`src/rtl/cmdrx_pkg.sv`:
```
package cmdrx_pkg;
   typedef enum logic [2:0] {
      ST_IDLE,
      ST_RX_CMD,
      ST_RX_PARAM,
      ST_TURN,
      ST_TX
   } cmdrx_state_e;
endpackage

```
`src/rtl/cmdrx_sync.sv`:
```
module cmdrx_sync #(
   parameter int W      = 3,
   parameter int STAGES = 2
)(
   input  logic         clk,
   input  logic         rst_n,
   input  logic [W-1:0] d_i,
   output logic [W-1:0] q_o
);
   logic [W-1:0] stg [STAGES];

   always_ff @(posedge clk or negedge rst_n) begin
      if (!rst_n) begin
         for (int i = 0; i < STAGES; i++) stg[i] <= '0;
      end else begin
         stg[0] <= d_i;
         for (int i = 1; i < STAGES; i++) stg[i] <= stg[i-1];
      end
   end

   assign q_o = stg[STAGES-1];
endmodule

```
`src/rtl/cmdrx_rx_shift.sv`:
```
module cmdrx_rx_shift #(
   parameter int W = 8
)(
   input  logic         clk,
   input  logic         rst_n,
   input  logic         clr_i,
   input  logic         sample_i,
   input  logic         din_i,
   output logic         done_o,
   output logic [W-1:0] byte_o
);
   localparam int CNT_W = $clog2(W + 1);

   logic [W-1:0]     shreg;
   logic [CNT_W-1:0] cnt;

   // LSB first: new bit enters at the top and moves down
   assign byte_o = {din_i, shreg[W-1:1]};
   assign done_o = sample_i && !clr_i && (cnt == CNT_W'(W - 1));

   always_ff @(posedge clk or negedge rst_n) begin
      if (!rst_n) begin
         shreg <= '0;
         cnt   <= '0;
      end else if (clr_i) begin
         shreg <= '0;
         cnt   <= '0;
      end else if (sample_i) begin
         shreg <= byte_o;
         cnt   <= done_o ? '0 : cnt + 1'b1;
      end
   end

   p_cnt_range_r2: assert property (@(posedge clk) disable iff (!rst_n)
      cnt < CNT_W'(W));
   p_clr_cnt_r8: assert property (@(posedge clk) disable iff (!rst_n)
      clr_i |=> (cnt == '0));
endmodule

```
`src/rtl/cmdrx_decode.sv`:
```
module cmdrx_decode #(
   parameter int ADDR_W = 4,
   parameter int CMD_W  = 4,
   parameter logic [2**(CMD_W-1)-1:0] OPT_VALID = '1,
   parameter logic [2**(CMD_W-1)-1:0] OPT_PARAM = '0,
   parameter bit ADDR_CHECK = 1'b1
)(
   input  logic [ADDR_W+CMD_W-1:0] byte_i,
   input  logic [ADDR_W-1:0]       strap_i,
   output logic                    accept_o,
   output logic                    param_o,
   output logic [CMD_W-2:0]        opt_o
);
   localparam int BYTE_W = ADDR_W + CMD_W;

   logic addr_ok;
   logic marker_ok;

   generate
      if (ADDR_CHECK) begin : g_addr_cmp
         assign addr_ok = (byte_i[BYTE_W-1:CMD_W] == strap_i);
      end else begin : g_addr_any
         assign addr_ok = 1'b1;
      end
   endgenerate

   assign marker_ok = byte_i[0];
   assign opt_o     = byte_i[CMD_W-1:1];
   assign accept_o  = addr_ok && marker_ok && OPT_VALID[opt_o];
   assign param_o   = OPT_PARAM[opt_o];
endmodule

```
`src/rtl/cmdrx_tx_shift.sv`:
```
module cmdrx_tx_shift #(
   parameter int W = 8
)(
   input  logic         clk,
   input  logic         rst_n,
   input  logic         clr_i,
   input  logic         load_i,
   input  logic [W-1:0] code_i,
   input  logic         shift_i,
   output logic         sdo_o,
   output logic         oe_o
);
   localparam int CNT_W = $clog2(W + 1);

   logic [W-1:0]     shreg;
   logic [CNT_W-1:0] cnt;

   always_ff @(posedge clk or negedge rst_n) begin
      if (!rst_n) begin
         shreg <= '0;
         cnt   <= '0;
         oe_o  <= 1'b0;
      end else if (clr_i) begin
         shreg <= '0;
         cnt   <= '0;
         oe_o  <= 1'b0;
      end else if (load_i) begin
         shreg <= code_i;
         cnt   <= '0;
         oe_o  <= 1'b1;
      end else if (shift_i && oe_o) begin
         if (cnt == CNT_W'(W - 1)) begin
            oe_o <= 1'b0;
            cnt  <= '0;
         end else begin
            cnt <= cnt + 1'b1;
         end
         shreg <= {1'b0, shreg[W-1:1]};
      end
   end

   assign sdo_o = shreg[0];

   p_hold_bit_r7: assert property (@(posedge clk) disable iff (!rst_n)
      (oe_o && !shift_i && !load_i && !clr_i) |=> $stable(sdo_o));
   p_release_r7: assert property (@(posedge clk) disable iff (!rst_n)
      (oe_o && shift_i && !clr_i && !load_i && cnt == CNT_W'(W - 1)) |=> !oe_o);
endmodule

```
`src/rtl/cmdrx.sv`:
```
module cmdrx
   import cmdrx_pkg::*;
#(
   parameter int ADDR_W      = 4,
   parameter int CMD_W       = 4,
   parameter int SYNC_STAGES = 2,
   parameter int TURN_CYC    = 32,
   parameter logic [2**(CMD_W-1)-1:0] OPT_VALID = 'h07,
   parameter logic [2**(CMD_W-1)-1:0] OPT_PARAM = 'h06,
   parameter bit ADDR_CHECK  = 1'b1
)(
   input  logic                    clk,
   input  logic                    rst_n,
   input  logic [ADDR_W-1:0]       strap_addr_i,
   input  logic                    attn_i,
   input  logic                    sclk_i,
   input  logic                    sdata_i,
   output logic                    sdata_o,
   output logic                    sdata_oe_o,
   output logic                    cmd_stb_o,
   output logic [CMD_W-2:0]        cmd_opt_o,
   output logic [ADDR_W+CMD_W-1:0] cmd_param_o
);
   localparam int BYTE_W = ADDR_W + CMD_W;
   localparam int OPT_W  = CMD_W - 1;
   localparam int TURN_W = $clog2(TURN_CYC + 1);

   generate
      if (SYNC_STAGES < 2) begin : g_chk_sync
         $error("cmdrx: SYNC_STAGES must be at least 2");
      end
      if (CMD_W < 2) begin : g_chk_cmd
         $error("cmdrx: CMD_W must leave room for marker and option");
      end
      if (TURN_CYC < 1) begin : g_chk_turn
         $error("cmdrx: TURN_CYC must be positive");
      end
      if ((OPT_PARAM & ~OPT_VALID) != '0) begin : g_chk_mask
         $error("cmdrx: OPT_PARAM flags an option that is not valid");
      end
   endgenerate

   // synchronized host lines
   logic [2:0] sync_q;
   logic       attn_s, sclk_s, sdata_s;
   logic       attn_d, sclk_d;

   cmdrx_sync #(.W(3), .STAGES(SYNC_STAGES)) u_sync (
      .clk   (clk),
      .rst_n (rst_n),
      .d_i   ({attn_i, sclk_i, sdata_i}),
      .q_o   (sync_q)
   );
   assign {attn_s, sclk_s, sdata_s} = sync_q;

   always_ff @(posedge clk or negedge rst_n) begin
      if (!rst_n) begin
         attn_d <= 1'b0;
         sclk_d <= 1'b0;
      end else begin
         attn_d <= attn_s;
         sclk_d <= sclk_s;
      end
   end

   logic attn_rise, sclk_rise, sclk_fall;
   assign attn_rise = attn_s && !attn_d;
   assign sclk_rise = sclk_s && !sclk_d;
   assign sclk_fall = !sclk_s && sclk_d;

   cmdrx_state_e       state;
   logic [BYTE_W-1:0]  cmd_q, param_q;
   logic [OPT_W-1:0]   opt_q;
   logic               stb_q;
   logic [TURN_W-1:0]  turn_cnt;

   // receive path
   logic              rx_clr, rx_sample, rx_done;
   logic [BYTE_W-1:0] rx_byte;

   assign rx_clr    = !attn_s || (state == ST_IDLE);
   assign rx_sample = sclk_rise && ((state == ST_RX_CMD) || (state == ST_RX_PARAM));

   cmdrx_rx_shift #(.W(BYTE_W)) u_rx (
      .clk      (clk),
      .rst_n    (rst_n),
      .clr_i    (rx_clr),
      .sample_i (rx_sample),
      .din_i    (sdata_s),
      .done_o   (rx_done),
      .byte_o   (rx_byte)
   );

   // decode
   logic             dec_accept, dec_param;
   logic [OPT_W-1:0] dec_opt;

   cmdrx_decode #(
      .ADDR_W     (ADDR_W),
      .CMD_W      (CMD_W),
      .OPT_VALID  (OPT_VALID),
      .OPT_PARAM  (OPT_PARAM),
      .ADDR_CHECK (ADDR_CHECK)
   ) u_dec (
      .byte_i   (rx_byte),
      .strap_i  (strap_addr_i),
      .accept_o (dec_accept),
      .param_o  (dec_param),
      .opt_o    (dec_opt)
   );

   // acknowledge path
   logic tx_load, tx_shift, tx_oe, tx_sdo;
   logic turn_end;

   assign turn_end = (turn_cnt == TURN_W'(TURN_CYC - 1));
   assign tx_load  = attn_s && (state == ST_TURN) && turn_end;
   assign tx_shift = sclk_fall && (state == ST_TX);

   cmdrx_tx_shift #(.W(BYTE_W)) u_tx (
      .clk     (clk),
      .rst_n   (rst_n),
      .clr_i   (!attn_s),
      .load_i  (tx_load),
      .code_i  (cmd_q),
      .shift_i (tx_shift),
      .sdo_o   (tx_sdo),
      .oe_o    (tx_oe)
   );

   // sequencing
   always_ff @(posedge clk or negedge rst_n) begin
      if (!rst_n) begin
         state    <= ST_IDLE;
         cmd_q    <= '0;
         param_q  <= '0;
         opt_q    <= '0;
         stb_q    <= 1'b0;
         turn_cnt <= '0;
      end else begin
         stb_q <= 1'b0;
         if (!attn_s) begin
            state <= ST_IDLE;
         end else begin
            case (state)
               ST_IDLE: begin
                  if (attn_rise) state <= ST_RX_CMD;
               end
               ST_RX_CMD: begin
                  if (rx_done) begin
                     if (dec_accept) begin
                        cmd_q   <= rx_byte;
                        opt_q   <= dec_opt;
                        param_q <= '0;
                        if (dec_param) begin
                           state <= ST_RX_PARAM;
                        end else begin
                           stb_q    <= 1'b1;
                           turn_cnt <= '0;
                           state    <= ST_TURN;
                        end
                     end else begin
                        state <= ST_IDLE;
                     end
                  end
               end
               ST_RX_PARAM: begin
                  if (rx_done) begin
                     param_q  <= rx_byte;
                     stb_q    <= 1'b1;
                     turn_cnt <= '0;
                     state    <= ST_TURN;
                  end
               end
               ST_TURN: begin
                  if (turn_end) state <= ST_TX;
                  else          turn_cnt <= turn_cnt + 1'b1;
               end
               ST_TX: begin
                  if (!tx_oe) state <= ST_IDLE;
               end
               default: state <= ST_IDLE;
            endcase
         end
      end
   end

   assign sdata_o     = tx_sdo;
   assign sdata_oe_o  = tx_oe;
   assign cmd_stb_o   = stb_q;
   assign cmd_opt_o   = opt_q;
   assign cmd_param_o = param_q;

   p_abort_r8: assert property (@(posedge clk) disable iff (!rst_n)
      !attn_s |=> (state == ST_IDLE) && !sdata_oe_o);
   p_oe_after_turn_r6: assert property (@(posedge clk) disable iff (!rst_n)
      $rose(sdata_oe_o) |-> ($past(state) == ST_TURN));
   p_stb_match_r4: assert property (@(posedge clk) disable iff (!rst_n)
      cmd_stb_o |-> cmd_q[0] &&
         (!ADDR_CHECK || cmd_q[BYTE_W-1:CMD_W] == strap_addr_i));
   p_stb_single_r5: assert property (@(posedge clk) disable iff (!rst_n)
      cmd_stb_o |=> !cmd_stb_o);
endmodule

```
`config.mk`:
```
export PLATFORM = sky130hd
export DESIGN_NAME = cmdrx
export DESIGN_NICKNAME = d
export VERILOG_FILES = /design/src/rtl/cmdrx_pkg.sv /design/src/rtl/cmdrx_sync.sv /design/src/rtl/cmdrx_rx_shift.sv /design/src/rtl/cmdrx_decode.sv /design/src/rtl/cmdrx_tx_shift.sv /design/src/rtl/cmdrx.sv
export SDC_FILE = /design/constraint.sdc
export NUM_CORES = 1
export LEC_CHECK = 0
export ABC_AREA = 1
export BUFFER_PORTS_ARGS = -buffer_cell sky130_fd_sc_hd__buf_2
export CORE_AREA = 2 2 92 94
export DETAILED_ROUTE_END_ITERATION = 7
export DIE_AREA = 0 0 94 96
export PLACE_DENSITY = 0.55
export REMOVE_ABC_BUFFERS = 1
export SETUP_SLACK_MARGIN = 0.3
export SLEW_MARGIN = 20
export SYNTH_ARGS = -nofsm -noshare
export SYNTH_HDL_FRONTEND = slang
export SYNTH_SLANG_ARGS = --single-unit
```
`constraint.sdc`:
```
create_clock -name clk -period 1.6 [get_ports clk]
set_input_delay 0.16 -clock clk [delete_from_list [all_inputs] [get_ports clk]]
set_output_delay 0.16 -clock clk [all_outputs]
set_load 0.02 [all_outputs]
```
Yosys cells after proc, flatten, opt, wreduce, memory -nomap -nowiden. Memories as Yosys holds them, arrays and structs flattened. Index checks and enable logic that the tools add are counted.

Bits in registers: 62. Bits in latches: 0. Bits in writable memories: 0. ROM bits: 16. Output and inout bits: 14. Logic and storage cells: 112. Memories: 2.

Memories: (name not given) (words 8, bits a word 1, rd ports 1, clocked after Yosys merged registers in 0, wr ports 0, RTL line cmdrx_decode.sv:29) `assign accept_o = addr_ok && marker_ok && OPT_VALID[opt_o];`; (name not given) (words 8, bits a word 1, rd ports 1, clocked after Yosys merged registers in 0, wr ports 0, RTL line cmdrx_decode.sv:30) `assign param_o = OPT_PARAM[opt_o];`.

Add/subtract/negate cells: 3. $mul: 0. Divide/modulo/power cells: 0. Magnitude comparators: 1. Equal/unequal tests: 20. Shift operators: 0. Muxes and demuxes: 43. Bitwise gates (word level): 0. Reductions and logical operators: 28.

Operators with widths (number): $mux 8 (8); $mux 6 (5); $mux 4 (7); $mux 3 (7); $pmux 6 s3 (1); $pmux 8 s2 (1); $pmux 3 s5 (1); $logic_and 1x1->1 (12); $mux 1 (12); $ne 3x2->1 const B (4); $reduce_and 5->1 (2); $ne 3x3->1 const B (3); $add 4x1->4 const B (2); $eq 4x3->1 const B (2); $reduce_and 7->1 (1); $add 6x1->6 const B (1); $eq 3x2->1 const B (2); $eq 6x5->1 const B (1); $ne 2x2->1 const B (3); $logic_not 1->1 (5); $eq 4x4->1 (1); $lt 3x4->1 const B (1); $ne 2x1->1 const B (2); $reduce_and 4->1 (1); other kinds (8) (10).

Longest topological paths before layout. Gate-level depths: netlist of run 1.

Word-level depth: 8. Mapped depth: 11. Depth with buffers taken out: 11.

Cells and area by module. From an unflattened synthesis of run 1, not the netlist that was laid out.

Cells, all modules: 366. Area, all modules: 3143.0 um^2.

Modules (own cells, without submodules): cmdrx (instances 1, cells an instance 190, area an instance 1667.8 um^2); cmdrx_tx_shift (instances 1, cells an instance 81, area an instance 663.1 um^2); cmdrx_rx_shift (instances 1, cells an instance 55, area an instance 491.7 um^2); cmdrx_sync (instances 1, cells an instance 9, area an instance 172.7 um^2); cmdrx_decode (instances 1, cells an instance 31, area an instance 147.6 um^2).

Worst setup path after synthesis of run 1. Ideal clock, no wire load.

Kind: reg2reg. Start point: register u_rx.shreg[2]. End point: register cmd_q[2]. Library setup time: 0.123 ns. Arrival time: 1.430 ns. Slack: 0.047 ns. Cell stages (with the launch flop): 11. Path buffers: 1. Period minus slack after synthesis: 1.553 ns. Cell sequence: dfrtp_1 ha_1 nor2_1 nand2_1 nor2_1 nand3_1 nor2_1 nand2_1 buf_2 nand2_1 o21ai_1.

Longest elaborated chain between the ends: 4.

Ends and longest elaborated chain: start: declaration (RTL line cmdrx_rx_shift.sv:14) `logic [W-1:0] shreg;`; start signal: assignment (RTL line cmdrx_rx_shift.sv:29) `shreg <= byte_o;`; $mem_v2 8x1; $mux 1 (not written as such) (RTL line cmdrx_decode.sv:29); $logic_and 1x1->1 (RTL line cmdrx_decode.sv:29); $reduce_and 4->1 (no line); end signal: assignment (RTL line cmdrx.sv:152) `cmd_q <= rx_byte;`; end: declaration (RTL line cmdrx.sv:72) `logic [BYTE_W-1:0] cmd_q, param_q;`.

Every way passes these cells. The select of a mux whose other input is x is not followed. A chain may end at the register's enable or synchronous reset.

Worst setup path in the final report of run 1.
Start point: register state[2]. End point: register turn_cnt[3].

Longest elaborated chain between the ends: 7.

Ends and longest elaborated chain: start: declaration (RTL line cmdrx.sv:71) `cmdrx_state_e state;`; start signal: assignment (RTL line cmdrx.sv:134) `state <= ST_IDLE;`; start signal: assignment (RTL line cmdrx.sv:143) `state <= ST_IDLE;`; start signal: assignment (RTL line cmdrx.sv:147) `if (attn_rise) state <= ST_RX_CMD;`; $eq 3x1->1, or another cell as far along (RTL line cmdrx.sv:82, cmdrx.sv:145); $logic_or 1x1->1 (on tied branches) (RTL line cmdrx.sv:82, cmdrx.sv:81); $logic_and 1x1->1 / $logic_not 1->1 (equally long branches) (RTL line cmdrx.sv:82, cmdrx_rx_shift.sv:19); $logic_and 1x1->1 (2 in series) (RTL line cmdrx_rx_shift.sv:19) `assign done_o = sample_i && !clr_i && (cnt == CNT_W'(W - 1));`; $ne 2x1->1 (no line); $reduce_and 7->1 (no line); end signal: assignment (RTL line cmdrx.sv:177) `else turn_cnt <= turn_cnt + 1'b1;`; end: declaration (RTL line cmdrx.sv:75) `logic [TURN_W-1:0] turn_cnt;`.

Several ways; a longest one is shown, not always the timed one.

==> results.txt, run 1 <==
----------------------------------------------------
[Run status]
  Run status ... finished, violations left
  Failing checks ... negative setup slack

[Clock network]
  Clock buffer count from CTS ... 9
  Insertion delay of the later-clocked pin in the worst-skew pair ... 340 ps
  CTS tree ... done
  H-tree level count ... 3
  Clock tree sinks ... 58
  Bufs on Longest Clock Path ... 2
  Clock slew at reported path FFs ... 70 ps
  Clock Tree Root ... sky130_fd_sc_hd__clkbuf_8

[Layout]
  Final layout net count ... 398
  Share of cells above drive strength 1 ... 40.3%
  Post-route cell area ... 0.00388 mm²
  Combined area of the multi-input logic cells ... 0.00128 mm²
  Synth-to-Final Area Change ... 42.2%
  Final standard cell count with taps included and fillers excluded ... 495
  Area used by sequential logic in the layout ... 0.00146 mm²
  Fill cell total of the finished layout ... 779
  Antenna Diode Count ... 0

[Drt]
  Remaining DRCs ... 0
  Antenna violation net count after detailed routing ... 0
  Wirelength, routed ... 6190 µm
  Average via count per standard cell ... 4.52
  Via total after detailed routing ... 2235
  WL per Instance ... 12.5 µm
  1st-iter DRT viols ... 100
  Count of TritonRoute iterations in the first routing pass ... 6

[Timing]
  Count of endpoints failing hold in the final timing report ... 0
  Shortest period the worst path allows ... 1600 ps
  Pin slew with the least headroom to its limit ... 406 ps
  Highest clock frequency the design can meet ... 625 MHz
  Rel. slew slack ... 73.0%
  Post-Route Skew ... 6.87 ps
  Slew Viols, Final ... 0
  Setup repair after global routing missed its margin ... true
  Finish-stage setup viols ... 1
  Final worst-path setup slack ... -0.432 ps
  Period Utilization, post-route ... 100%

[Worst setup path]
  Critical path peak fanout ... 6
  Signal arrival time at the worst endpoint ... 1830 ps
  Endpoint kind of the worst setup timing path ... flip-flop
  Worst path max stage delay ... 430 ps
  Worst path slowest cell ... sky130_fd_sc_hd__dfrtp_2
  Startpoint types ... flip-flop
  Required arrival time at the worst endpoint ... 1830 ps
  Cell chain of the critical path ... inv_4 > buf_12 > a21oi_4 > nand4_4 > a21oi_4 > nand2_4 > nand2_1 > nand2_1
  Classification of the worst setup path ... flip-flop to flip-flop

[Power and ir drop]
  Share of power burned in combinational logic ... 19.8%
  Part of the total power dissipated in sequential elements ... 39.9%
  Leakage ... 1.84 nW
  Switching fraction of total power ... 27.6%
  Power density normalized to cell area ... 983 mW/mm²
  Clock Power Share ... 40.2%
  Reported net switching power ... 1.05 mW
  VDD IR max ... 0.436 mV
  Pint ... 2.76 mW

[Place]
  Total cell area at the placement stage ... 0.00321 mm²
  Placed cell count ... 454
  Hpwl dp ... 4200 µm
  Count of input and output buffers ... 22
  Final weighted congestion of routability-driven global placement ... 0.705

[Global route]
  Routing layer with the top usage in global route ... met2
  Largest net degree at the start of global routing ... 32
  Residual overflow from global routing ... 0
  GRT met2 Usage ... 23.4%
  GRT Total Usage ... 15.2%
  Number of antenna violations at the first check in global routing ... 0
  Global routing met1 resource utilization ... 20.1%
  First-pass GRT wire length ... 10400 µm
  Met3 track demand over resource ... 3.76%
  Number of global-route vias before repair ... 2169

[Synthesis]
  Cell count after synthesis ... 301
  Register area share after synthesis ... 53.1%
  Multiplexer area fraction after synthesis ... 0%
  Most frequently used flop master after synthesis ... sky130_fd_sc_hd__dfrtp_1
  Adder-cell share of the synthesized area ... 1.83%
  Count of distinct cell types in the synthesized netlist ... 34
  Combinational family with the most area after synthesis ... simple AND/OR/NAND/NOR gates
  Avg Synthesized Cell Area ... 9.07 µm²
  Number of flops mapped to enable cells by yosys ... 0
  Total standard cell area after synthesis ... 0.00273 mm²
  Number of synthesis warnings ... 0
  Simple-gate area share of the yosys netlist ... 24.4%
  Compound-gate portion of the synthesized area ... 11.2%
  Xor/xnor share of the synthesized area ... 2.89%
  Seq cells post-synth ... 58
  Share of flip-flops with an asynchronous set or reset after synthesis ... 100%

[Worst hold path]
  Class of the tightest hold or removal check ... primary input to async pin

[Die]
  Starting density of the core ... 33.9%
  Floorplan Core Area ... 0.00805 mm²
  Chip width ... 94 µm
  Die footprint ... 0.00902 mm²
  # rows ... 33
  Floorplan die height ... 96 µm
  I/O pin count ... 23

[Job]
  Maximum Capacitance Violations ... 0

----------------------------------------------------
[timing repair]
action | 4_1_cts | 5_1_grt
hold buffers | 4 | 0
pin swaps | 24 | 18
gates resized for setup | 47 | 20
gates cloned | 2 | 0
buffers inserted | 10 | 9
endpoints found under the hold margin | 17 | 0
setup endpoints to repair | 49 | 50
[placed cells by master (no fill, tap or decap), types with 4 or more instances in the layout]
cell	synthesis	final
sky130_fd_sc_hd__clkbuf_8	0	10
sky130_fd_sc_hd__o21ai_2	9	10
sky130_fd_sc_hd__dlygate4sd3_1	0	4
sky130_fd_sc_hd__nand3_1	24	17
sky130_fd_sc_hd__xor2_1	7	7
sky130_fd_sc_hd__buf_2	2	24
sky130_fd_sc_hd__nand2_4	1	4
sky130_fd_sc_hd__buf_4	4	39
sky130_fd_sc_hd__nand3_4	0	4
sky130_fd_sc_hd__nand2_2	1	7
sky130_fd_sc_hd__inv_1	26	26
sky130_fd_sc_hd__nand2_1	83	74
sky130_fd_sc_hd__o21ai_1	13	15
sky130_fd_sc_hd__nand3_2	3	6
sky130_fd_sc_hd__dfrtp_1	58	55
sky130_fd_sc_hd__buf_6	1	13
sky130_fd_sc_hd__nor2_4	1	5
sky130_fd_sc_hd__o22ai_1	7	6
sky130_fd_sc_hd__nor2_2	2	4
sky130_fd_sc_hd__nor2_1	19	13
[logic make-up (layout without fill, tap and decap cells)]
kind of cell,Yosys count,after routing
and+or+nand+nor,145,145
buffers and inverters,41,130
adders and majority gates,4,4
xor gates and xnor gates,9,9
DFF,58,58
AOI/OAI and AO/OA,44,44
[flip-flops by register name, summed over array words and instances (netlist names)]
register	cells
sclk_d	1
u_tx.shreg	8
u_sync.stg	3
cmd_stb_o	1
u_rx.shreg	7
u_rx.cnt	4
cmd_param_o	8
u_sync.q_o	3
turn_cnt	6
attn_d	1
cmd_q	8
u_tx.cnt	4
u_tx.oe_o	1
state	3
[cells in the mapped netlist (2+ instances only)]
cell                       number  area, µm²
sky130_fd_sc_hd__nand4_1        3       18.8
sky130_fd_sc_hd__nand3b_1       2       15.0
sky130_fd_sc_hd__o21ai_0        4       20.0
sky130_fd_sc_hd__a21oi_1        5       25.0
sky130_fd_sc_hd__nand3_1       24        120
sky130_fd_sc_hd__o21ai_2        9       78.8
sky130_fd_sc_hd__nor2_2         2       12.5
sky130_fd_sc_hd__clkbuf_1       3       11.3
sky130_fd_sc_hd__o22ai_1        7       43.8
sky130_fd_sc_hd__ha_1           4       50.1
sky130_fd_sc_hd__inv_1         26       97.6
sky130_fd_sc_hd__xnor2_1        2       17.5
sky130_fd_sc_hd__dfrtp_1       58       1450
sky130_fd_sc_hd__xor2_1         7       61.3
sky130_fd_sc_hd__o21ai_1       13       65.1
sky130_fd_sc_hd__nor3b_1        2       15.0
sky130_fd_sc_hd__nand3_2        3       30.0
sky130_fd_sc_hd__nand2_1       83        312
sky130_fd_sc_hd__nor2_1        19       71.3
sky130_fd_sc_hd__inv_2          5       18.8
sky130_fd_sc_hd__buf_4          4       30.0
sky130_fd_sc_hd__buf_2          2       10.0
sky130_fd_sc_hd__a21oi_4        3       48.8
[worst paths after layout]
path | slack [ps] | startpoint | to | cells after the start
max | -0.4 | state[2] | turn_cnt[3] | 8
min | 280 | rst_n | u_rx.cnt[2] | 2
max reg2reg | -0.4 | state[2] | turn_cnt[3] | 8
min reg2reg | 350 | u_sync.stg[4] | u_sync.q_o[1] | 0
max in group asynchronous | 770 | rst_n | state[0] | 3
min in group clk | 350 | u_sync.stg[4] | u_sync.q_o[1] | 0
[per-layer routing]
metal / wire length (µm) / vias to the layer above
li1: - / 1143
met1: 2980 / 1053
met2: 2900 / 33
met3: 208 / 6
met4: 102 / 0
met5: 0 / -
[power groups by stage]
stage	Clock (mW)	Combinational (mW)	Sequential, mW
2_1_floorplan	0	0.295	1.55
3_3_place_gp	0	0.530	1.55
3_5_place_dp	0	0.538	1.55
4_1_cts	1.59	0.686	1.52
5_1_grt	1.66	0.818	1.53
6_report	1.54	0.757	1.52
[stage by stage]
step	TNS, ps	hold slack (ps)	power (mW)	setup WS (ps)	utilization [%]
floorplan	-4990	-136	1.84	-394	-
finish	-0.432	282	3.82	-0.432	48.2
global route	-1150	309	4.01	-64.4	48.2
global placement	-353	120	2.08	-59.2	39.8
detailed placement	-854	121	2.09	-66.3	39.8
CTS	-59.7	288	3.80	-24.6	46.7
[cell type report]
cell class / count / area share [%]
flip-flops and latches: 58 / 37.5
clock buffers: 10 / 3.54
repair buffers: 83 / 17.0
multi-input cells: 202 / 33.0
clock inverters: 6 / 2.29
inverters: 31 / 3.32
well taps: 105 / 3.38
[critical path, delay by kind of cell, from the launching register on]
| kind | cells | cell delay (ps) |
|---|---|---|
| compound gates | 2 | 440 |
| flops | 1 | 430 |
| simple gates | 4 | 420 |
| buf+inv | 2 | 190 |
No activity file was read; power rests on OpenSTA's default activity.
==> inputs of run 2 (changes only) <==
--- a/config.mk
+++ b/config.mk
@@ -7,13 +7,15 @@
 export LEC_CHECK = 0
 export ABC_AREA = 1
 export BUFFER_PORTS_ARGS = -buffer_cell sky130_fd_sc_hd__buf_2
-export CORE_AREA = 2 2 92 94
+export CORE_AREA = 2 2 98 100
 export DETAILED_ROUTE_END_ITERATION = 7
-export DIE_AREA = 0 0 94 96
+export DIE_AREA = 0 0 100 102
 export PLACE_DENSITY = 0.55
 export REMOVE_ABC_BUFFERS = 1
 export SETUP_SLACK_MARGIN = 0.3
+export SKIP_CTS_REPAIR_TIMING = 1
 export SLEW_MARGIN = 20
 export SYNTH_ARGS = -nofsm -noshare
 export SYNTH_HDL_FRONTEND = slang
+export SYNTH_HIERARCHICAL = 1
 export SYNTH_SLANG_ARGS = --single-unit
==> run 2 against run 1 <==
  * The flow still finishes with violations (negative setup slack)
  * Via count grew 18%
  * Sequential power grew 7%
  * Flip-flop and latch count grew 3
  * Fmax shrank 8.6%
  * Register-to-register slack lost 150 ps
  * Synthesized area grew 15%
  * Clock power shrank 12%
  * Critical path depth grew 5
  * Sequential share of layout area shrank 3.2 points
  * Largest power group is now registers
==> results.txt, run 2 <==
----------------------------------------------------
[Synthesis]
  Most frequently used flop master after synthesis ... sky130_fd_sc_hd__dfrtp_1 (unchanged)
  Avg Synthesized Cell Area ... 8.59 µm² (was 9.07 µm²)
  Cell count after synthesis ... 366 (was 301)
  Area leader, netlist ... sky130_fd_sc_hd__dfrtp_1 (unchanged)
  Count of distinct cell types in the synthesized netlist ... 33 (was 34)
  Cells taking the most area after synthesis ... sky130_fd_sc_hd__dfrtp_1, sky130_fd_sc_hd__nand2_1, sky130_fd_sc_hd__inv_1 (was sky130_fd_sc_hd__dfrtp_1, sky130_fd_sc_hd__nand2_1, sky130_fd_sc_hd__nand3_1)
  Post-synth top area share ... 48.6% (was 53.1%)
  Seq cells post-synth ... 61 (was 58)
  Most repeated cell in the gate-level netlist after synthesis ... sky130_fd_sc_hd__nand2_1 (unchanged)
  Register area share after synthesis ... 48.6% (was 53.1%)
  Total standard cell area after synthesis ... 0.00314 mm² (was 0.00273 mm²)
  Number of flops mapped to enable cells by yosys ... 0 (unchanged)
  Most common library cells after synthesis ... sky130_fd_sc_hd__nand2_1, sky130_fd_sc_hd__dfrtp_1, sky130_fd_sc_hd__inv_1 (unchanged)
  Number of synthesis warnings ... 6 (was 0)
  Share of flip-flops with an asynchronous set or reset after synthesis ... 100% (unchanged)

[Layout]
  Area used by sequential logic in the layout ... 0.00153 mm² (was 0.00146 mm²)
  Most frequent cells in the layout ... sky130_fd_sc_hd__nand2_1, sky130_fd_sc_hd__dfrtp_1, sky130_fd_sc_hd__buf_4 (unchanged)
  Fill cell total of the finished layout ... 873 (was 779)
  Combined area of the multi-input logic cells ... 0.00162 mm² (was 0.00128 mm²)
  Final layout net count ... 466 (was 398)
  Utilization after layout ... 49.0% (was 48.2%)
  Leading cell type in the layout, fill and taps excluded ... sky130_fd_sc_hd__nand2_1 (unchanged)
  Antenna Diode Count ... 0 (unchanged)
  Synth-to-Final Area Change ... 42.0% (was 42.2%)
  Share of cells above drive strength 1 ... 48.5% (was 40.3%)

[Timing]
  Setup repair after global routing missed its margin ... true (unchanged)
  Final worst-path setup slack ... -151 ps (was -0.432 ps)
  Shortest period the worst path allows ... 1750 ps (was 1600 ps)
  Highest clock frequency the design can meet ... 571 MHz (was 625 MHz)
  Count of endpoints failing hold in the final timing report ... 0 (unchanged)
  Finish-stage setup viols ... 37 (was 1)
  Slew Viols, Final ... 0 (unchanged)
  Period Utilization, post-route ... 109% (was 100%)
  Pin slew with the least headroom to its limit ... 322 ps (was 406 ps)
  Total Neg Setup Slack ... -2580 ps (was -0.432 ps)
  Rel. slew slack ... 78.3% (was 73.0%)
  Post-Route Skew ... 9.23 ps (was 6.87 ps)

[Worst setup path]
  Critical path peak fanout ... 5 (was 6)
  Classification of the worst setup path ... flip-flop to flip-flop (unchanged)
  Required arrival time at the worst endpoint ... 1830 ps (about the same)
  Endpoint kind of the worst setup timing path ... flip-flop (unchanged)
  Signal arrival time at the worst endpoint ... 1980 ps (was 1830 ps)
  Startpoint types ... flip-flop (unchanged)
  Number of cell instances on the worst register-to-register path ... 13 (was 8)

[Drt]
  Wirelength, routed ... 6980 µm (was 6190 µm)
  Antenna violation net count after detailed routing ... 0 (unchanged)
  Remaining DRCs ... 0 (unchanged)
  1st-iter DRT viols ... 81 (was 100)
  Routed wl met3 ... 210 µm (was 208 µm)
  WL per Instance ... 12.3 µm (was 12.5 µm)
  Average via count per standard cell ... 4.62 (was 4.52)
  Routed length on met1 ... 3230 µm (was 2980 µm)
  Count of TritonRoute iterations in the first routing pass ... 4 (was 6)
  Highest signal layer in the routed design ... met4 (unchanged)
  Via total after detailed routing ... 2631 (was 2235)
  Met2 layer wire length in the routed design ... 3490 µm (was 2900 µm)

[Global route]
  GRT Total Usage ... 14.1% (was 15.2%)
  Number of global-route vias before repair ... 2470 (was 2169)
  Number of antenna violations at the first check in global routing ... 0 (unchanged)
  Residual overflow from global routing ... 0 (unchanged)
  First-pass GRT wire length ... 11300 µm (was 10400 µm)
  Largest net degree at the start of global routing ... 62 (was 32)

[Run status]
  Failing checks ... negative setup slack (unchanged)
  Run status ... finished, violations left (unchanged)

[Job]
  Maximum Capacitance Violations ... 0 (unchanged)

[Clock network]
  CTS tree ... done (unchanged)
  H-tree level count ... 3 (unchanged)
  Bufs on Longest Clock Path ... 2 (unchanged)
  Clock Tree Root ... sky130_fd_sc_hd__clkbuf_8 (unchanged)
  Clock slew at reported path FFs ... 70 ps (about the same)
  Clock tree sinks ... 61 (was 58)
  Insertion delay of the later-clocked pin in the worst-skew pair ... 330 ps (was 340 ps)
  Clock buffer count from CTS ... 9 (unchanged)

[Die]
  Floorplan die height ... 102 µm (was 96 µm)
  # rows ... 35 (was 33)
  Floorplan Core Area ... 0.00911 mm² (was 0.00805 mm²)
  Die footprint ... 0.0102 mm² (was 0.00902 mm²)
  Starting density of the core ... 34.5% (was 33.9%)
  Chip width ... 100 µm (was 94 µm)
  I/O pin count ... 23 (unchanged)

[Worst hold path]
  Class of the tightest hold or removal check ... primary input to async pin (unchanged)

[Power and ir drop]
  Leakage ... 2.08 nW (was 1.84 nW)
  VDD IR max ... 0.523 mV (was 0.436 mV)
  Power density normalized to cell area ... 808 mW/mm² (was 983 mW/mm²)
  Final Total Pwr ... 3.61 mW (was 3.82 mW)

[Place]
  Final weighted congestion of routability-driven global placement ... 0.794 (was 0.705)
  Count of input and output buffers ... 22 (unchanged)
  Hpwl dp ... 4680 µm (was 4200 µm)

----------------------------------------------------
[run 2: cell types whose count changed in the layout (fill, tap and decap cells not counted), sizes merged, moves of 4 or more]
cell / change
buf: +5
clkbuf: +4
inv: +24
nand2: +14
nand3: +11
nor2: +9
o21ai: +5
xor2: -6
[run 2: final timing paths]
path / startpoint / to / slack, ps
setup / recovery: state[0] / cmd_q[7] / -150
hold / removal: rst_n / u_sync/stg[4] / 340
setup reg to reg: state[0] / cmd_q[7] / -150
hold reg to reg: u_sync/stg[3] / u_sync/q_o[0] / 350
max in group asynchronous: rst_n / cmd_q[1] / 960
min in group clk: u_sync/stg[3] / u_sync/q_o[0] / 350
[run 2: cells by family (layout without fill, tap and decap cells)]
kind of cell,after synthesis,after routing,synth area share (%)
AOI/OAI and AO/OA,47,47,9.16
xor gates and xnor gates,2,2,0.557
adders and majority gates,4,4,1.59
buffers and inverters,72,164,11.1
DFF,61,61,48.6
and+or+nand+nor,180,180,29.0
[run 2: area by class of cell]
class	count	area share, %
Timing Repair Buffer	90	16.9
Sequential cell	61	34.2
Inverter	58	5.21
Multi-Input combinational cell	233	36.2
Clock buffer	12	3.25
Clock inverter	4	1.07
Tap cell	111	3.11
[run 2: worst max-delay path: stages, from the launching register on]
cell and delay, ps:
sky130_fd_sc_hd__dfrtp_1 430, sky130_fd_sc_hd__inv_2 90, sky130_fd_sc_hd__nand3_2 80, sky130_fd_sc_hd__nand2_2 90, sky130_fd_sc_hd__nand2_2 60, sky130_fd_sc_hd__nor2_4 120, sky130_fd_sc_hd__nand2_2 80, sky130_fd_sc_hd__nor2_4 100
sky130_fd_sc_hd__nand2_2 70, sky130_fd_sc_hd__inv_4 90, sky130_fd_sc_hd__nand3_4 130, sky130_fd_sc_hd__clkbuf_16 190, sky130_fd_sc_hd__nand2_1 60, sky130_fd_sc_hd__o21ai_2 50
[run 2: power breakdown]
group	total, mW	internal (mW)	switching (mW)
Sequential	1.63	1.59	0.0426
Clock	1.35	0.758	0.591
Combinational	0.627	0.263	0.364
[run 2: routing by layer]
metal / vias up / track usage [%]
li1: 1339 / -
met2: 39 / 22.7
met3: 6 / 4.79
met1: 1247 / 18.4
met4: 0 / 3.79
met5: - / 0
[run 2: metrics by stage]
step | worst slack (ps) | hold WS, ps | cell area (µm²) | std cells
after floorplan | -500 | -136 | 3020 | 352
after global placement | -251 | 194 | 3670 | 534
after detailed placement | -259 | 200 | 3670 | 534
after CTS | -284 | -175 | 3870 | 550
after global routing | -236 | 357 | 4460 | 569
final | -151 | 344 | 4460 | 569
==> inputs of run 3 (changes only) <==
--- a/config.mk
+++ b/config.mk
@@ -7,10 +7,12 @@
 export LEC_CHECK = 0
 export ABC_AREA = 1
 export BUFFER_PORTS_ARGS = -buffer_cell sky130_fd_sc_hd__buf_2
+export CELL_PAD_IN_SITES_DETAIL_PLACEMENT = 1
+export CELL_PAD_IN_SITES_GLOBAL_PLACEMENT = 1
 export CORE_AREA = 2 2 98 100
 export DETAILED_ROUTE_END_ITERATION = 7
 export DIE_AREA = 0 0 100 102
-export PLACE_DENSITY = 0.55
+export PLACE_DENSITY = 0.68
 export REMOVE_ABC_BUFFERS = 1
 export SETUP_SLACK_MARGIN = 0.3
 export SKIP_CTS_REPAIR_TIMING = 1
==> constraint.sdc (replaced) <==
create_clock -name clk -period 1.6 [get_ports clk]
set_input_delay 0.16 -clock clk [delete_from_list [all_inputs] [get_ports clk]]
set_output_delay 0.16 -clock clk [all_outputs]
set_load 0.005 [all_outputs]
==> run 3 against run 2 <==
  * The run still ends with negative setup slack left
  * Sequential power is essentially flat
  * Sequential share of layout area grew 0.50 points
  * Die area is the same
  * Setup slack lost 39 ps
  * Non-clock buffer count shrank 1
  * Clock-buffer cell count shrank 2
  * Global-route usage grew 2.0 points
  * Largest cell class unchanged
  * Highest routed layer unchanged
==> results.txt, run 3 (synthesis gave the netlist of run 2 again) <==
----------------------------------------------------
[Layout]
  Area used by sequential logic in the layout ... 0.00153 mm² (unchanged)
  Final standard cell count with taps included and fillers excluded ... 567 (was 569)
  Utilization after layout ... 48.3% (was 49.0%)
  Synth-to-Final Area Change ... 40.0% (was 42.0%)
  Combined area of the multi-input logic cells ... 0.00155 mm² (was 0.00162 mm²)
  Fill cell total of the finished layout ... 1081 (was 873)
  Leading cell type in the layout, fill and taps excluded ... sky130_fd_sc_hd__nand2_1 (unchanged)
  Most frequent cells in the layout ... sky130_fd_sc_hd__nand2_1, sky130_fd_sc_hd__dfrtp_1, sky130_fd_sc_hd__buf_4 (unchanged)
  Share of cells above drive strength 1 ... 45.8% (was 48.5%)
  Final layout net count ... 465 (was 466)
  Antenna Diode Count ... 0 (unchanged)

[Drt]
  Via total after detailed routing ... 2705 (was 2631)
  Average via count per standard cell ... 4.77 (was 4.62)
  Count of TritonRoute iterations in the first routing pass ... 4 (unchanged)
  Wirelength, routed ... 8460 µm (was 6980 µm)
  Remaining DRCs ... 0 (unchanged)
  WL per Instance ... 14.9 µm (was 12.3 µm)
  1st-iter DRT viols ... 89 (was 81)
  Antenna violation net count after detailed routing ... 0 (unchanged)

[Run status]
  Run status ... finished, violations left (unchanged)
  Failing checks ... negative setup slack (unchanged)

[Worst setup path]
  Signal arrival time at the worst endpoint ... 2030 ps (was 1980 ps)
  Classification of the worst setup path ... flip-flop to flip-flop (unchanged)
  Worst reg2reg path endpoint ... cmd_q[4] (was cmd_q[7])
  Critical path peak fanout ... 5 (unchanged)
  R2R Setup Slk ... -190 ps (was -150 ps)
  Startpoint of the lowest-slack register-to-register path ... state[0] (unchanged)
  Critical path launch point ... state[0] (unchanged)
  Endpoint kind of the worst setup timing path ... flip-flop (unchanged)
  Number of cell instances on the worst register-to-register path ... 13 (unchanged)
  Required arrival time at the worst endpoint ... 1840 ps (was 1830 ps)
  Startpoint types ... flip-flop (unchanged)

[Timing]
  Setup repair after global routing missed its margin ... true (unchanged)
  Final worst-path setup slack ... -191 ps (was -151 ps)
  Pin slew with the least headroom to its limit ... 412 ps (was 322 ps)
  Slew Viols, Final ... 0 (unchanged)
  Highest clock frequency the design can meet ... 558 MHz (was 571 MHz)
  Count of endpoints failing hold in the final timing report ... 0 (unchanged)
  Post-Route Skew ... 8.08 ps (was 9.23 ps)
  Finish-stage setup viols ... 42 (was 37)
  Total Neg Setup Slack ... -5430 ps (was -2580 ps)
  Worst hold slack across all endpoints ... 344 ps (about the same)
  Shortest period the worst path allows ... 1790 ps (was 1750 ps)
  Period Utilization, post-route ... 112% (was 109%)
  Rel. slew slack ... 72.2% (was 78.3%)

[Place]
  Count of input and output buffers ... 22 (unchanged)
  Placed cell count ... 539 (was 534)
  Final weighted congestion of routability-driven global placement ... 0.809 (was 0.794)
  Hpwl dp ... 5540 µm (was 4680 µm)

[Die]
  # rows ... 35 (unchanged)
  Floorplan die height ... 102 µm (unchanged)
  Starting density of the core ... 34.5% (unchanged)
  Die footprint ... 0.0102 mm² (unchanged)
  Chip width ... 100 µm (unchanged)
  Floorplan Core Area ... 0.00911 mm² (unchanged)
  I/O pin count ... 23 (unchanged)

[Clock network]
  H-tree level count ... 3 (unchanged)
  Clock tree sinks ... 61 (unchanged)
  CTS tree ... done (unchanged)
  Clock slew at reported path FFs ... 70 ps (about the same)
  Bufs on Longest Clock Path ... 2 (unchanged)
  Insertion delay of the later-clocked pin in the worst-skew pair ... 340 ps (was 330 ps)
  Clock buffer count from CTS ... 9 (unchanged)
  Clock Tree Root ... sky130_fd_sc_hd__clkbuf_8 (unchanged)

[Global route]
  GRT Total Usage ... 16.1% (was 14.1%)
  Number of antenna violations at the first check in global routing ... 0 (unchanged)
  Residual overflow from global routing ... 0 (unchanged)
  Largest net degree at the start of global routing ... 62 (unchanged)
  Number of global-route vias before repair ... 2791 (was 2470)
  First-pass GRT wire length ... 12900 µm (was 11300 µm)

[Power and ir drop]
  VDD IR max ... 0.653 mV (was 0.523 mV)
  Power density normalized to cell area ... 893 mW/mm² (was 808 mW/mm²)
  Final Total Pwr ... 3.93 mW (was 3.61 mW)
  Leakage ... 2.10 nW (was 2.08 nW)

[Worst hold path]
  Class of the tightest hold or removal check ... primary input to async pin (unchanged)

[Job]
  Maximum Capacitance Violations ... 0 (unchanged)

----------------------------------------------------
## run 3: cell count changes in the layout (fill, tap and decap cells not counted), moves of 4 or more
cell / before / now
sky130_fd_sc_hd__a21oi_1: 2 / 6
sky130_fd_sc_hd__nand3_1: 25 / 29
sky130_fd_sc_hd__nand2_4: 7 / 11
sky130_fd_sc_hd__nand3_2: 9 / 4
sky130_fd_sc_hd__nand2_2: 24 / 19
sky130_fd_sc_hd__a21oi_2: 8 / 4
## run 3: metal layers
layer,routed length [µm],global-route usage [%]
met1,3580,19.3
met2,4570,28.5
met3,159,2.80
met4,150,7.17
met5,0,0
## run 3: metrics by stage
step	worst slack [ps]	cell area [µm²]
after floorplan	-500	3020
after global placement	-283	3710
after detailed placement	-391	3710
after CTS	-401	3940
after global routing	-307	4400
final	-191	4400
## run 3: layout make-up
cell class | count | area share (%)
repair buffers | 89 | 16.5
clock buffers | 10 | 2.90
flip-flops and latches | 61 | 34.7
multi-input cells | 233 | 35.2
inverters | 58 | 5.23
clock inverters | 5 | 2.28
well taps | 111 | 3.16
## run 3: report_power, final
group | total, mW | internal, mW | switching [mW]
logic | 0.664 | 0.290 | 0.374
clock network | 1.63 | 1.02 | 0.607
registers | 1.64 | 1.59 | 0.0474
## run 3: worst max path at each step
stage / end / slack [ps]
floorplan: cmd_opt_o[0] / -500
global placement: cmd_param_o[6] / -280
detailed placement: u_tx/shreg[6] / -390
CTS: u_tx/shreg[6] / -400
global route: cmd_q[4] / -310
finish: cmd_q[4] / -190
## run 3: critical path, cell delays in order (launching register included)
cell                        delay, ps
sky130_fd_sc_hd__dfrtp_2          470
sky130_fd_sc_hd__inv_2            100
sky130_fd_sc_hd__nand3_4           80
sky130_fd_sc_hd__nand2_4           90
sky130_fd_sc_hd__nand2_4           50
sky130_fd_sc_hd__nor2_4           120
sky130_fd_sc_hd__nand2_2           80
sky130_fd_sc_hd__nor2_4           110
sky130_fd_sc_hd__nand2_2           70
sky130_fd_sc_hd__inv_4             90
sky130_fd_sc_hd__nand3_4          120
sky130_fd_sc_hd__clkbuf_16        190
sky130_fd_sc_hd__nand2_2           60
sky130_fd_sc_hd__o21ai_2           50
